<file path="src/rtl/bsr_pkg.sv">
package bsr_pkg;

    typedef enum logic [2:0] {
        M_FUNC   = 3'd0,
        M_SAMPLE = 3'd1,
        M_EXTEST = 3'd2,
        M_INTEST = 3'd3,
        M_CLAMP  = 3'd4,
        M_HIGHZ  = 3'd5
    } bsr_mode_e;

    // Priority decode of the instruction flags into a single mode.
    function automatic bsr_mode_e decode_mode(
        input logic sample,
        input logic extest,
        input logic intest,
        input logic clamp,
        input logic highz
    );
        if (highz)       return M_HIGHZ;
        else if (clamp)  return M_CLAMP;
        else if (intest) return M_INTEST;
        else if (extest) return M_EXTEST;
        else if (sample) return M_SAMPLE;
        else             return M_FUNC;
    endfunction

endpackage

</file>
<file path="src/rtl/bsr_mode_fsm.sv">
module bsr_mode_fsm
    import bsr_pkg::*;
(
    input  logic      tck,
    input  logic      trst_n,
    input  logic      ins_sample,
    input  logic      ins_extest,
    input  logic      ins_intest,
    input  logic      ins_clamp,
    input  logic      ins_highz,
    output bsr_mode_e mode_q,
    output logic      chain_sel,
    output logic      pins_from_upd,
    output logic      oe_kill,
    output logic      core_from_upd
);

    bsr_mode_e mode_d;

    always_comb begin
        mode_d = decode_mode(ins_sample, ins_extest, ins_intest, ins_clamp, ins_highz);
    end

    // Mode changes on the falling edge, alongside the update stages.
    always_ff @(negedge tck or negedge trst_n) begin
        if (!trst_n) mode_q <= M_FUNC;
        else         mode_q <= mode_d;
    end

    always_comb begin
        chain_sel     = 1'b0;
        pins_from_upd = 1'b0;
        oe_kill       = 1'b0;
        core_from_upd = 1'b0;
        unique case (mode_q)
            M_FUNC: begin
            end
            M_SAMPLE: begin
                chain_sel = 1'b1;
            end
            M_EXTEST: begin
                chain_sel     = 1'b1;
                pins_from_upd = 1'b1;
            end
            M_INTEST: begin
                chain_sel     = 1'b1;
                pins_from_upd = 1'b1;
                core_from_upd = 1'b1;
            end
            M_CLAMP: begin
                pins_from_upd = 1'b1;
            end
            M_HIGHZ: begin
                pins_from_upd = 1'b1;
                oe_kill       = 1'b1;
            end
            default: begin
            end
        endcase
    end

endmodule

</file>
<file path="src/rtl/bsr_cell.sv">
module bsr_cell (
    input  logic tck,
    input  logic trst_n,
    input  logic cap_en,
    input  logic sh_en,
    input  logic upd_en,
    input  logic cap_d,
    input  logic scan_in,
    output logic shift_q,
    output logic upd_q
);

    always_ff @(posedge tck or negedge trst_n) begin
        if (!trst_n)     shift_q <= 1'b0;
        else if (cap_en) shift_q <= cap_d;
        else if (sh_en)  shift_q <= scan_in;
    end

    always_ff @(negedge tck or negedge trst_n) begin
        if (!trst_n)     upd_q <= 1'b0;
        else if (upd_en) upd_q <= shift_q;
    end

endmodule

</file>
<file path="src/rtl/bsr_bypass.sv">
module bsr_bypass (
    input  logic tck,
    input  logic trst_n,
    input  logic sel,
    input  logic capture,
    input  logic shift,
    input  logic tdi,
    output logic byp_q
);

    always_ff @(posedge tck or negedge trst_n) begin
        if (!trst_n)              byp_q <= 1'b0;
        else if (sel && capture)  byp_q <= 1'b0;
        else if (sel && shift)    byp_q <= tdi;
    end

endmodule

</file>
<file path="src/rtl/bsr_chain.sv">
module bsr_chain
    import bsr_pkg::*;
#(
    parameter int NUM_IN  = 4,
    parameter int NUM_OUT = 4
) (
    input  logic               tck,
    input  logic               trst_n,
    input  logic               tdi,
    input  logic               capture_dr,
    input  logic               shift_dr,
    input  logic               update_dr,
    input  logic               ins_sample,
    input  logic               ins_extest,
    input  logic               ins_intest,
    input  logic               ins_clamp,
    input  logic               ins_highz,
    input  logic [NUM_IN-1:0]  pin_in,
    output logic [NUM_IN-1:0]  core_in,
    input  logic [NUM_OUT-1:0] core_out,
    input  logic [NUM_OUT-1:0] core_oe,
    output logic [NUM_OUT-1:0] pin_out,
    output logic [NUM_OUT-1:0] pin_oe,
    output logic               tdo
);

    localparam int LEN      = NUM_IN + 2 * NUM_OUT;
    localparam int OUT_BASE = NUM_IN;

    bsr_mode_e mode_q;
    logic      chain_sel, pins_from_upd, oe_kill, core_from_upd;
    logic      cap_en, sh_en, upd_en, byp_q;

    logic [LEN-1:0] shift_q, upd_q, cap_vec, scan_in_v;

    bsr_mode_fsm u_fsm (
        .tck           (tck),
        .trst_n        (trst_n),
        .ins_sample    (ins_sample),
        .ins_extest    (ins_extest),
        .ins_intest    (ins_intest),
        .ins_clamp     (ins_clamp),
        .ins_highz     (ins_highz),
        .mode_q        (mode_q),
        .chain_sel     (chain_sel),
        .pins_from_upd (pins_from_upd),
        .oe_kill       (oe_kill),
        .core_from_upd (core_from_upd)
    );

    assign cap_en    = capture_dr & chain_sel;
    assign sh_en     = shift_dr & chain_sel;
    assign upd_en    = update_dr & chain_sel;
    assign scan_in_v = {shift_q[LEN-2:0], tdi};

    // Capture sources: input pins first, then data/enable pairs.
    genvar gi, gk, gj;
    generate
        for (gi = 0; gi < NUM_IN; gi++) begin : g_in_cap
            assign cap_vec[gi] = pin_in[gi];
        end
        for (gk = 0; gk < NUM_OUT; gk++) begin : g_out_cap
            assign cap_vec[OUT_BASE + 2*gk]     = core_out[gk];
            assign cap_vec[OUT_BASE + 2*gk + 1] = core_oe[gk];
        end
        for (gj = 0; gj < LEN; gj++) begin : g_cell
            bsr_cell u_cell (
                .tck     (tck),
                .trst_n  (trst_n),
                .cap_en  (cap_en),
                .sh_en   (sh_en),
                .upd_en  (upd_en),
                .cap_d   (cap_vec[gj]),
                .scan_in (scan_in_v[gj]),
                .shift_q (shift_q[gj]),
                .upd_q   (upd_q[gj])
            );
        end
    endgenerate

    bsr_bypass u_byp (
        .tck     (tck),
        .trst_n  (trst_n),
        .sel     (~chain_sel),
        .capture (capture_dr),
        .shift   (shift_dr),
        .tdi     (tdi),
        .byp_q   (byp_q)
    );

    always_comb begin
        for (int k = 0; k < NUM_OUT; k++) begin
            pin_out[k] = pins_from_upd ? upd_q[OUT_BASE + 2*k] : core_out[k];
            if (oe_kill)            pin_oe[k] = 1'b0;
            else if (pins_from_upd) pin_oe[k] = upd_q[OUT_BASE + 2*k + 1];
            else                    pin_oe[k] = core_oe[k];
        end
        for (int i = 0; i < NUM_IN; i++) begin
            core_in[i] = core_from_upd ? upd_q[i] : pin_in[i];
        end
        tdo = chain_sel ? shift_q[LEN-1] : byp_q;
    end

endmodule

</file>
<file path="config.mk">
export PLATFORM = sky130hd
export DESIGN_NAME = bsr_chain
export DESIGN_NICKNAME = d
export VERILOG_FILES = /design/src/rtl/bsr_pkg.sv /design/src/rtl/bsr_mode_fsm.sv /design/src/rtl/bsr_cell.sv /design/src/rtl/bsr_bypass.sv /design/src/rtl/bsr_chain.sv
export SDC_FILE = /design/constraint.sdc
export NUM_CORES = 1
export LEC_CHECK = 0
export BUFFER_PORTS_ARGS = -buffer_cell sky130_fd_sc_hd__buf_2
export CAP_MARGIN = 20
export CORE_MARGIN = 10
export CORE_UTILIZATION = 24
export DETAILED_ROUTE_END_ITERATION = 10
export PLACE_DENSITY = 0.48
export SYNTH_ARGS = -nofsm -noshare
export SYNTH_HDL_FRONTEND = slang
export SYNTH_SLANG_ARGS = --single-unit
</file>
<file path="constraint.sdc">
create_clock -name tck -period 1.88 [get_ports tck]
set_clock_uncertainty 0.2 [all_clocks]
set_input_delay 0 -clock tck [delete_from_list [all_inputs] [get_ports tck]]
set_output_delay 0 -clock tck [all_outputs]
set_load 0.05 [all_outputs]
</file>
Word-level counts from Yosys, hierarchy flattened
Index checks and enable logic that the tools add are counted.
- latch bits: 0
- memory bits (writable): 0
- input bits: 23
- output and inout port bits: 13
- memories: 0
- bits in registers: 28
- bits in read-only memories: 0
- logic and storage cells: 93
- multipliers: 0
- divide/modulo/power cells: 0
- equality and inequality tests: 5
- magnitude comparators: 0
- $add $sub $neg: 0
- shifts and indexed selects: 0
- multiplexer cells: 52
- reduce and logical (&&, ||, !) cells: 6
- bitwise logic cells: 4
- operator list (cell ; count):
    $mux 1 ; 48
    $mux 3 ; 4
    $eq 3x2->1 const B ; 2
    $eq 3x3->1 const B ; 2
    $reduce_bool 2->1 ; 2
    $reduce_or 4->1 ; 1
    $and 1x1->1 ; 3
    $eq 3x1->1 const B ; 1
    $reduce_or 3->1 ; 1
    $logic_and 1x1->1 ; 2
    $not 1->1 ; 1

Depth between registers and ports, before layout
Gate-level depths: netlist of run 1.
- depth after elaboration: 7
- gate-level depth with buffers: 6
- mapped depth without buffers: 3

Cells and area by module
A second synthesis of run 1 with hierarchy kept.
- cell total of the unflattened synthesis: 113
- area total of the unflattened synthesis: 1406.3 sq um
- modules (own cells, without submodules) (module ; cells each ; instances ; area an instance (sq um)):
    bsr_cell ; 6 ; 12 ; 83.8
    bsr_chain ; 22 ; 1 ; 205.2
    bsr_mode_fsm ; 14 ; 1 ; 142.6
    bsr_bypass ; 5 ; 1 ; 52.6

==> reports/qor.csv, run 1 <==
stage,metric,value,unit
placement,hpwl dp,3240,µm
drt,via/cell ratio,4.75,
die,io pins,36,
cells_and_area,Reg area,701,µm²
die,initial core utilization,0.253,
drt,DR iter-0 viols,55,
yosys,Yosys top cell area share,0.246,
die,Die Width,99.7,µm
drt,WL met2,2280,µm
drt,drt total wl,4590,µm
yosys,flop and latch count out of synthesis,28,
cts,Inserted Clock Buffers,3,
drt,Final ANT Viol Nets,0,
power_and_ir_drop,P_leak,0.00123,µW
global_route,total gr overflow,0,
drt,wl on met1,2010,µm
yosys,Netlist cell types,30,
cells_and_area,Multi-input gate area,888,µm²
power_and_ir_drop,Sw Share,0.319,
drt,via count,1373,
critical_path,Worst Path Max Fanout,2,
critical_path,CP endpoint kind,output port,
critical_path,CP Data Arrival Time,2.45,ns
power_and_ir_drop,Clk pwr share,0.194,
cells_and_area,share of layout cells above drive strength 1,0.640,
critical_path,CP required,1.68,ns
cts,Max clock buf depth,2,
placement,GPL Wtd Cong,0.765,
sta,final hold viol count,0,
drt,wire per inst,15.9,µm
drt,Max Used Layer,met4,
global_route,largest net degree at the start of global routing,18,
cells_and_area,post-route insts no fill,289,
global_route,vias in the first global route,1561,
power_and_ir_drop,Net Sw Power,798,µW
critical_path,CP Class,register to output port,
critical_path,CP startpoint kind,register,
sta,Final setup viols,38,
yosys,Mapped Area,1520,µm²
global_route,initial antenna violation count,0,
die,Rows,28,
cells_and_area,nets@finish,238,
sta,Max-slew headroom,0.572,
power_and_ir_drop,Peak VDD IR,465,µV
placement,IO buf count,35,
yosys,Syn. warnings,0,
cts,Root Driver,clkbuf_8,
power_and_ir_drop,Seq pwr share,0.359,
die,die height,99.7,µm
global_route,first-pass GRT wire length,7830,µm
cells_and_area,"commonest non-fill, non-tap cell in the layout",buf_4,
yosys,"area leader, netlist",dfrtn_1,
cells_and_area,antenna diode count,0,
yosys,Synth Instances,124,
cells_and_area,Final Core Density,0.430,
sta,worst setup margin,-0.773,ns
placement,Place WS,-0.638,ns
power_and_ir_drop,P per Cell Area,964,nW/µm²
power_and_ir_drop,Int Power,1700,µW
flow_run,max-cap check violation count,0,
outcome,status,"finished, violations left",
outcome,failing checks,negative setup slack,
drt,DR DRC count,0,
die,die area,9940,µm²
sta,Final Slew Violations,0,
yosys,synth top area cells,"dfrtn_1 (25%), dfrtp_1 (21%), mux2_4 (9.9%)",
cells_and_area,Layout area overhead,70.1,%
power_and_ir_drop,Final Power,2500,µW
drt,met3 wire length,241,µm
cells_and_area,FILL cells,588,
cts,"Clk pin slew, worst setup/hold paths",0.06,ns
cts,clk_lat worst skew,0.28,ns
die,core area,6030,µm²
cts,H-tree levels,1,
sta,hold_ws,0.262,ns
yosys,syn_nets,147,
cts,CTS Sinks,28,
hold_path,Hold Crit Class,register to register,
cts,CTS tree,yes,
sta,RSZ-0062 raised after global routing,true,
cells_and_area,most frequent cells in the layout,"buf_4 (35), buf_2 (22), dlygate4sd3_1 (18), dfrtn_1 (15), mux2_4 (14)",
global_route,GRT Total Usage,0.0953,
placement,placed insts,251,
yosys,"Seq/Total Area, Yosys",0.460,
drt,DR pass1 iterations,4,
sta,worst-margin pin slew,0.640,ns
power_and_ir_drop,Comb power frac,0.448,
yosys,syn_area_per_cell,12.3,µm²
-- power groups by stage --
stage | Clock (µW) | Combinational, µW | Sequential (µW)
finish | 484 | 1120 | 897
global route | 521 | 1200 | 921
CTS | 495 | 1090 | 895
detailed placement | 0 | 897 | 895
global placement | 0 | 886 | 888
floorplan | 0 | 591 | 890
-- critical path: stages (launching register included) --
cell and delay, ns:
dfrtn_1 0.40, and2b_2 0.24, a21o_1 0.21, a22o_2 0.23, buf_6 0.15
-- cells in the mapped netlist --
library cell	count
a31oi_1	1
o21ai_0	1
nor2_1	3
or2_2	2
o21ba_4	1
buf_4	1
mux2_2	6
a211oi_1	2
nand2_1	18
dfrtp_1	13
buf_6	4
dfrtn_1	15
a21o_1	1
a22o_1	2
buf_2	2
and2b_1	1
o21bai_1	1
xnor2_1	1
a21oi_1	3
nor2b_1	3
inv_1	1
o221a_2	12
nand2_4	1
xor2_1	1
clkbuf_1	2
nand2b_1	1
o21bai_4	1
o32a_1	12
a22oi_1	2
mux2_4	10
-- through the flow --
| stage | area (µm²) | TNS (ns) |
|---|---|---|
| floorplan | 1620 | -14.17 |
| global placement | 2040 | -15.16 |
| detailed placement | 2040 | -15.88 |
| CTS | 2530 | -19.22 |
| global route | 2590 | -20.82 |
| finish | 2590 | -18.85 |
-- state kept, by name (all words and copies together), names as in the netlist --
register,cells
g_cell.u_cell.shift_q,12
g_cell.u_cell.upd_q,12
u_fsm.mode_q,3
u_byp.byp_q,1
-- path summary, 6_finish.rpt --
kind / from / end / slack (ns) / cells after the start
min in group asynchronous: trst_n / u_byp.byp_q$_DFFE_PN0P_ / 0.56 / 4
max reg2reg: u_fsm.mode_q[0]$_DFF_NN0_ / g_cell[6].u_cell.shift_q$_DFFE_PN0P_ / -0.69 / 5
max: u_fsm.mode_q[2]$_DFF_NN0_ / pin_oe[3] / -0.77 / 4
max in group asynchronous: trst_n / g_cell[7].u_cell.shift_q$_DFFE_PN0P_ / 0.27 / 4
min reg2reg: g_cell[11].u_cell.upd_q$_DFFE_NN0P_ / g_cell[11].u_cell.upd_q$_DFFE_NN0P_ / 0.26 / 1
min: g_cell[11].u_cell.upd_q$_DFFE_NN0P_ / g_cell[11].u_cell.upd_q$_DFFE_NN0P_ / 0.26 / 1
-- metal layers --
layer / up-vias / global-route usage
met1: 687 / 0.117
met2: 26 / 0.158
met3: 4 / 0.0318
met5: - / 0
li1: 656 / -
met4: 0 / 0.0176
-- timing repair --
item | 4_1_cts | 5_1_grt
setup buffers | 8 | 7
endpoints found under the setup margin | 38 | 38
hold buffers | 18 | 0
pin swaps | 9 | 1
cloned | 1 | 0
hold endpoints to repair | 26 | 0
resized for setup | 54 | 3
-- cell type report --
cell class / count / share of cell area
flip-flops and latches: 28 / 0.270
inverters: 1 / 0.00145
repair buffers: 95 / 0.322
well taps: 75 / 0.0362
clock inverters: 1 / 0.0116
clock buffers: 3 / 0.0159
multi-input cells: 86 / 0.343
-- cell families after synthesis --
family / count (synthesis) / share of synthesized area
muxes: 16 / 0.143
and+or+nand+nor: 29 / 0.0887
buffers and inverters: 10 / 0.0484
AOI/OAI and AO/OA: 39 / 0.249
xor gates and xnor gates: 2 / 0.0115
DFF: 28 / 0.460
Note: power is estimated with default switching activity, not from simulation.
==> run 2, diff against run 1 <==
--- a/config.mk
+++ b/config.mk
@@ -7,6 +7,7 @@
 export LEC_CHECK = 0
 export BUFFER_PORTS_ARGS = -buffer_cell sky130_fd_sc_hd__buf_2
 export CAP_MARGIN = 20
+export CORE_ASPECT_RATIO = 1.1
 export CORE_MARGIN = 10
 export CORE_UTILIZATION = 24
 export DETAILED_ROUTE_END_ITERATION = 10
==> run 2 against run 1 <==
Compared with the run above:
- the flow still finishes with violations (negative setup slack)
- largest cell class unchanged
- via count is 1.1% lower
- clock power fell by 22%
- sequential share of layout area down 0.77 points
- routed wire length rose by 12%
- utilization is 0.33 points higher
- critical endpoint is now core_in[3]
==> reports/qor.csv, run 2 (synthesis gave the netlist of run 1 again) <==
stage,metric,value,unit
drt,Max Used Layer,met4,
drt,DR DRC count,0,
drt,Final ANT Viol Nets,0,
sta,Final Slew Violations,0,
critical_path,cell family with most CP delay,flip-flops,
placement,post-place instance area,2020,µm²
drt,via/cell ratio,4.73,
die,core area,6160,µm²
hold_path,worst hold stages,1,
outcome,failing checks,negative setup slack,
power_and_ir_drop,Seq pwr share,0.370,
critical_path,RR Endpoint,g_cell[6].u_cell.shift_q$_DFFE_PN0P_,
sta,worst setup margin,-0.837,ns
global_route,initial antenna violation count,0,
sta,final hold viol count,0,
cells_and_area,FILL cells,573,
critical_path,CP required,1.68,ns
power_and_ir_drop,Net Sw Power,813,µW
cells_and_area,Final Instance Area,2670,µm²
power_and_ir_drop,Sw Share,0.335,
power_and_ir_drop,Final Power,2430,µW
cells_and_area,antenna diode count,0,
critical_path,CP Class,register to output port,
cts,Inserted Clock Buffers,3,
flow_run,max-cap check violation count,0,
die,Die Width,96.0,µm
cells_and_area,Largest regs,"g_cell.u_cell.shift_q x12, g_cell.u_cell.upd_q x12, u_fsm.mode_q x3",
cells_and_area,Reg area,701,µm²
cts,Max clock buf depth,2,
die,die area,9940,µm²
cts,CTS Sinks,28,
cells_and_area,Multi-input gate area,1010,µm²
die,Rows,30,
drt,drt total wl,5120,µm
drt,DR iter-0 viols,48,
cts,Root Driver,clkbuf_8,
sta,worst-margin pin slew,0.695,ns
critical_path,RR Startpoint,u_fsm.mode_q[1]$_DFF_NN0_,
cells_and_area,nets@finish,231,
hold_path,hold path startpoint,g_cell[5].u_cell.upd_q$_DFFE_NN0P_,
placement,IO buf count,35,
power_and_ir_drop,Int Power,1610,µW
critical_path,Worst Path Max Fanout,4,
power_and_ir_drop,Peak VDD IR,423,µV
critical_path,CP startpoint kind,register,
cts,"Clk pin slew, worst setup/hold paths",0.06,ns
sta,Final setup viols,38,
placement,GPL Wtd Cong,0.801,
critical_path,Crit-path slowest cell,dfrtn_1,
power_and_ir_drop,Comb power frac,0.475,
cells_and_area,Layout area overhead,75.1,%
die,io pins,36,
drt,wl on met1,2280,µm
placement,hpwl dp,3280,µm
power_and_ir_drop,P per Cell Area,909,nW/µm²
global_route,first-pass GRT wire length,8220,µm
die,die height,104,µm
cts,H-tree levels,1,
cells_and_area,most frequent cells in the layout,"buf_2 (22), buf_4 (21), dlygate4sd3_1 (17), buf_6 (17), mux2_4 (16)",
global_route,vias in the first global route,1596,
global_route,total gr overflow,0,
power_and_ir_drop,Clk pwr share,0.155,
drt,DR pass1 iterations,3,
cts,clk_lat worst skew,0.28,ns
cells_and_area,"commonest non-fill, non-tap cell in the layout",buf_2,
die,initial core utilization,0.248,
outcome,status,"finished, violations left",
drt,wire per inst,17.8,µm
hold_path,WHS Endpoint,g_cell[5].u_cell.upd_q$_DFFE_NN0P_,
critical_path,WP buf/inv,1,
power_and_ir_drop,P_leak,0.00122,µW
critical_path,worst-path cell chain,and2b_1 -> nand2_4 -> mux2_4 -> buf_6,
global_route,largest net degree at the start of global routing,17,
drt,met3 wire length,197,µm
sta,Max-slew headroom,0.535,
cts,CTS tree,yes,
drt,via count,1358,
cells_and_area,share of layout cells above drive strength 1,0.618,
critical_path,CP peak stage delay,0.46,ns
sta,RSZ-0062 raised after global routing,true,
critical_path,CP endpoint kind,output port,
critical_path,"reg-to-reg slack, setup",-0.77,ns
global_route,GRT Total Usage,0.103,
hold_path,Hold Crit Class,register to register,
critical_path,CP Data Arrival Time,2.52,ns
critical_path,cells on worst reg2reg path,6,
drt,WL met2,2560,µm
-- run 2: cell count changes in the layout (fill, tap and decap cells not counted), sizes merged --
cell / delta
bufinv: -1
dlygate4sd3: -1
buf: -8
nand2: +1
clkbuf: +2
-- run 2: cell type report --
cell class,instances,area share
Multi-Input combinational cell,87,0.378
Timing Repair Buffer,87,0.300
Sequential cell,28,0.263
Tap cell,80,0.0375
Clock buffer,4,0.0206
Inverter,1,0.00141
-- run 2: how the worst max path moves through the flow --
| stage | to | slack (ns) | cells past startpoint | start |
|---|---|---|---|---|
| floorplan | g_cell[0].u_cell.shift_q$_DFFE_PN0P_ | -0.58 | 5 | u_fsm.mode_q[2]$_DFF_NN0_ |
| global placement | core_in[2] | -0.65 | 4 | u_fsm.mode_q[2]$_DFF_NN0_ |
| detailed placement | core_in[2] | -0.69 | 4 | u_fsm.mode_q[1]$_DFF_NN0_ |
| CTS | core_in[0] | -0.86 | 4 | u_fsm.mode_q[2]$_DFF_NN0_ |
| global route | core_in[3] | -0.88 | 4 | u_fsm.mode_q[2]$_DFF_NN0_ |
| finish | core_in[3] | -0.84 | 4 | u_fsm.mode_q[2]$_DFF_NN0_ |
-- run 2: what timing repair did --
item | 4_1_cts | 5_1_grt
setup buffers | 8 | 1
gates cloned | 2 | 0
endpoints found under the setup margin | 38 | 38
hold buffers | 17 | 0
hold endpoints to repair | 26 | 0
resized for setup | 69 | 7
pin swaps | 9 | 4
-- run 2: stage by stage --
stage	instances	TNS (ns)	utilization	setup WS (ns)	hold WS, ns
floorplan	124	-14.17	-	-0.576	-0.496
global placement	256	-16.89	0.328	-0.652	-0.240
detailed placement	256	-18.10	0.328	-0.692	-0.237
CTS	287	-21.32	0.427	-0.860	0.265
global route	287	-22.29	0.434	-0.878	0.290
finish	287	-20.77	0.434	-0.837	0.261
-- run 2: routing by layer --
metal / vias to the layer above / track usage
li1: 652 / -
met3: 8 / 0.0217
met4: 0 / 0.0285
met1: 668 / 0.130
met2: 30 / 0.170
met5: - / 0
-- run 2: power groups by stage --
stage / sequential (µW) / combinational [µW] / clock, µW
after floorplan: 890 / 591 / 0
after global placement: 887 / 884 / 0
after detailed placement: 897 / 894 / 0
after CTS: 894 / 1150 / 393
after global routing: 922 / 1210 / 417
final: 897 / 1150 / 376
==> run 3, diff against run 2 <==
==> constraint.sdc (replaced) <==
create_clock -name tck -period 2.9 [get_ports tck]
set_clock_uncertainty 0.2 [all_clocks]
set_input_delay 0.725 -clock tck [delete_from_list [all_inputs] [get_ports tck]]
set_output_delay 0.725 -clock tck [all_outputs]
set_load 0.05 [all_outputs]
==> run 3 against run 2 <==
Compared with the run above:
- the run still ends with negative setup slack left
- hold slack got worse by 0.041 ns
- clock power fell by 35%
- count of clock-buffer cells in the layout did not move
- combinational power fell by 47%
- utilization fell by 5.0 points
- sequential share of layout area rose by 3.4 points
- flip-flop and latch count did not move
- critical path depth did not move
- routed wire length fell by 7.6%
- setup slack got worse by 0.24 ns
- critical path type unchanged
- largest cell class unchanged
- highest routed layer unchanged
==> reports/qor.csv, run 3 (synthesis gave the netlist of run 1 again) <==
stage,metric,value,unit
cts,Root Driver,clkbuf_8,
die,io pins,36,
cells_and_area,post-route insts no fill,262,
drt,DR iter-0 viols,40,
critical_path,RR Endpoint,g_cell[11].u_cell.shift_q$_DFFE_PN0P_,
global_route,GRT Total Usage,0.0920,
sta,Final setup viols,26,
power_and_ir_drop,Comb power frac,0.414,
power_and_ir_drop,Net Sw Power,499,µW
cts,H-tree levels,1,
power_and_ir_drop,Clk pwr share,0.167,
critical_path,RR Startpoint,u_fsm.mode_q[2]$_DFF_NN0_,
die,core area,6160,µm²
drt,drt total wl,4730,µm
power_and_ir_drop,P_leak,0.00108,µW
die,initial core utilization,0.248,
critical_path,CP required,1.98,ns
cts,CTS Sinks,28,
cts,Inserted Clock Buffers,3,
critical_path,CP endpoint kind,output port,
drt,Final ANT Viol Nets,0,
die,Die Width,96.0,µm
cells_and_area,antenna diode count,0,
cells_and_area,"commonest non-fill, non-tap cell in the layout",buf_2,
sta,worst-margin pin slew,0.539,ns
cells_and_area,most frequent cells in the layout,"buf_2 (22), buf_4 (20), dfrtn_1 (15), mux2_4 (14), dfrtp_1 (13)",
drt,via count,1262,
sta,RSZ-0062 raised after global routing,true,
global_route,initial antenna violation count,0,
cells_and_area,Largest regs,"g_cell.u_cell.shift_q x12, g_cell.u_cell.upd_q x12, u_fsm.mode_q x3",
drt,wire per inst,18.0,µm
sta,Final Slew Violations,0,
cells_and_area,share of layout cells above drive strength 1,0.654,
cells_and_area,Final Core Density,0.384,
critical_path,Worst Path Max Fanout,4,
critical_path,"reg-to-reg slack, setup",-0.46,ns
placement,GPL Wtd Cong,0.745,
critical_path,cells on worst reg2reg path,7,
cts,Max clock buf depth,2,
outcome,status,"finished, violations left",
power_and_ir_drop,Seq pwr share,0.420,
power_and_ir_drop,P per Cell Area,619,nW/µm²
placement,IO buf count,35,
power_and_ir_drop,Int Power,963,µW
die,die height,104,µm
placement,placed insts,250,
global_route,total gr overflow,0,
sta,Fin Setup TNS,-17.80,ns
drt,DR DRC count,0,
cells_and_area,nets@finish,206,
drt,via/cell ratio,4.82,
outcome,failing checks,negative setup slack,
cts,"Clk pin slew, worst setup/hold paths",0.10,ns
flow_run,max-cap check violation count,0,
cells_and_area,Layout area overhead,54.9,%
drt,DR pass1 iterations,4,
hold_path,Hold Crit Class,input pin to async pin,
die,die area,9940,µm²
critical_path,CP Class,register to output port,
sta,worst setup margin,-1.08,ns
global_route,vias in the first global route,1412,
global_route,largest net degree at the start of global routing,18,
placement,hpwl dp,3380,µm
sta,final hold viol count,0,
critical_path,CP startpoint kind,register,
power_and_ir_drop,Peak VDD IR,220,µV
cts,CTS tree,yes,
global_route,first-pass GRT wire length,7330,µm
sta,Max-slew headroom,0.640,
power_and_ir_drop,Sw Share,0.341,
critical_path,CP Data Arrival Time,3.05,ns
die,Rows,30,
cts,clk_lat worst skew,0.28,ns
## run 3: cell count changes in the layout (fill, tap and decap cells not counted), sizes merged
cell         delta
buf             -7
dlygate4sd3    -17
nand2           -1
## run 3: per-layer routing
layer	wire length [µm]	up-vias	global-route usage
met4	25	0	0.0190
met1	2010	631	0.118
met5	0	-	0
met2	2280	35	0.143
li1	-	594	-
met3	416	2	0.0332
## run 3: worst max-delay path by stage
stage                               from          to  slack, ns
5_1_grt        u_fsm.mode_q[1]$_DFF_NN0_   pin_oe[0]      -1.12
3_3_place_gp   u_fsm.mode_q[1]$_DFF_NN0_  core_in[3]      -0.78
4_1_cts        u_fsm.mode_q[2]$_DFF_NN0_   pin_oe[0]      -1.07
2_1_floorplan  u_fsm.mode_q[1]$_DFF_NN0_  core_in[0]      -0.75
6_report       u_fsm.mode_q[2]$_DFF_NN0_   pin_oe[0]      -1.08
3_5_place_dp   u_fsm.mode_q[1]$_DFF_NN0_   pin_oe[2]      -0.82
## run 3: worst max-delay path, stage by stage (launching register included)
cell,delay (ns)
dfrtn_1,0.47
and2b_2,0.26
a21o_1,0.21
a22o_4,0.23
buf_6,0.15
## run 3: area by class of cell
class	count	area, µm²
multi-input cells	86	947
clock buffers	4	55.1
flip-flops and latches	28	701
inverters	1	3.75
repair buffers	63	554
well taps	80	100
fillers	617	3790
## run 3: power by group through the flow
stage / logic [µW] / registers, µW / clock network [µW]
after floorplan: 388 / 581 / 0
after global placement: 503 / 607 / 0
after detailed placement: 512 / 614 / 0
after CTS: 578 / 611 / 253
after global routing: 638 / 632 / 270
final: 605 / 614 / 244
## run 3: what timing repair did
| item | 4_1_cts | 5_1_grt |
|---|---|---|
| setup buffers | 2 | 8 |
| endpoints found under the setup margin | 26 | 26 |
| gates resized for setup | 39 | 14 |
| pin swaps | 3 | 2 |
| hold buffers | 0 | 0 |
| cloned | 0 | 1 |
## run 3: per-stage QoR
stage | power (µW) | setup WS [ns] | area, µm² | hold WS (ns)
2_1_floorplan | 969 | -0.749 | 1670 | 0.229
3_3_place_gp | 1110 | -0.783 | 2020 | 0.256
3_5_place_dp | 1130 | -0.819 | 2020 | 0.262
4_1_cts | 1440 | -1.07 | 2220 | 0.224
5_1_grt | 1540 | -1.12 | 2360 | 0.220
6_report | 1460 | -1.08 | 2360 | 0.221
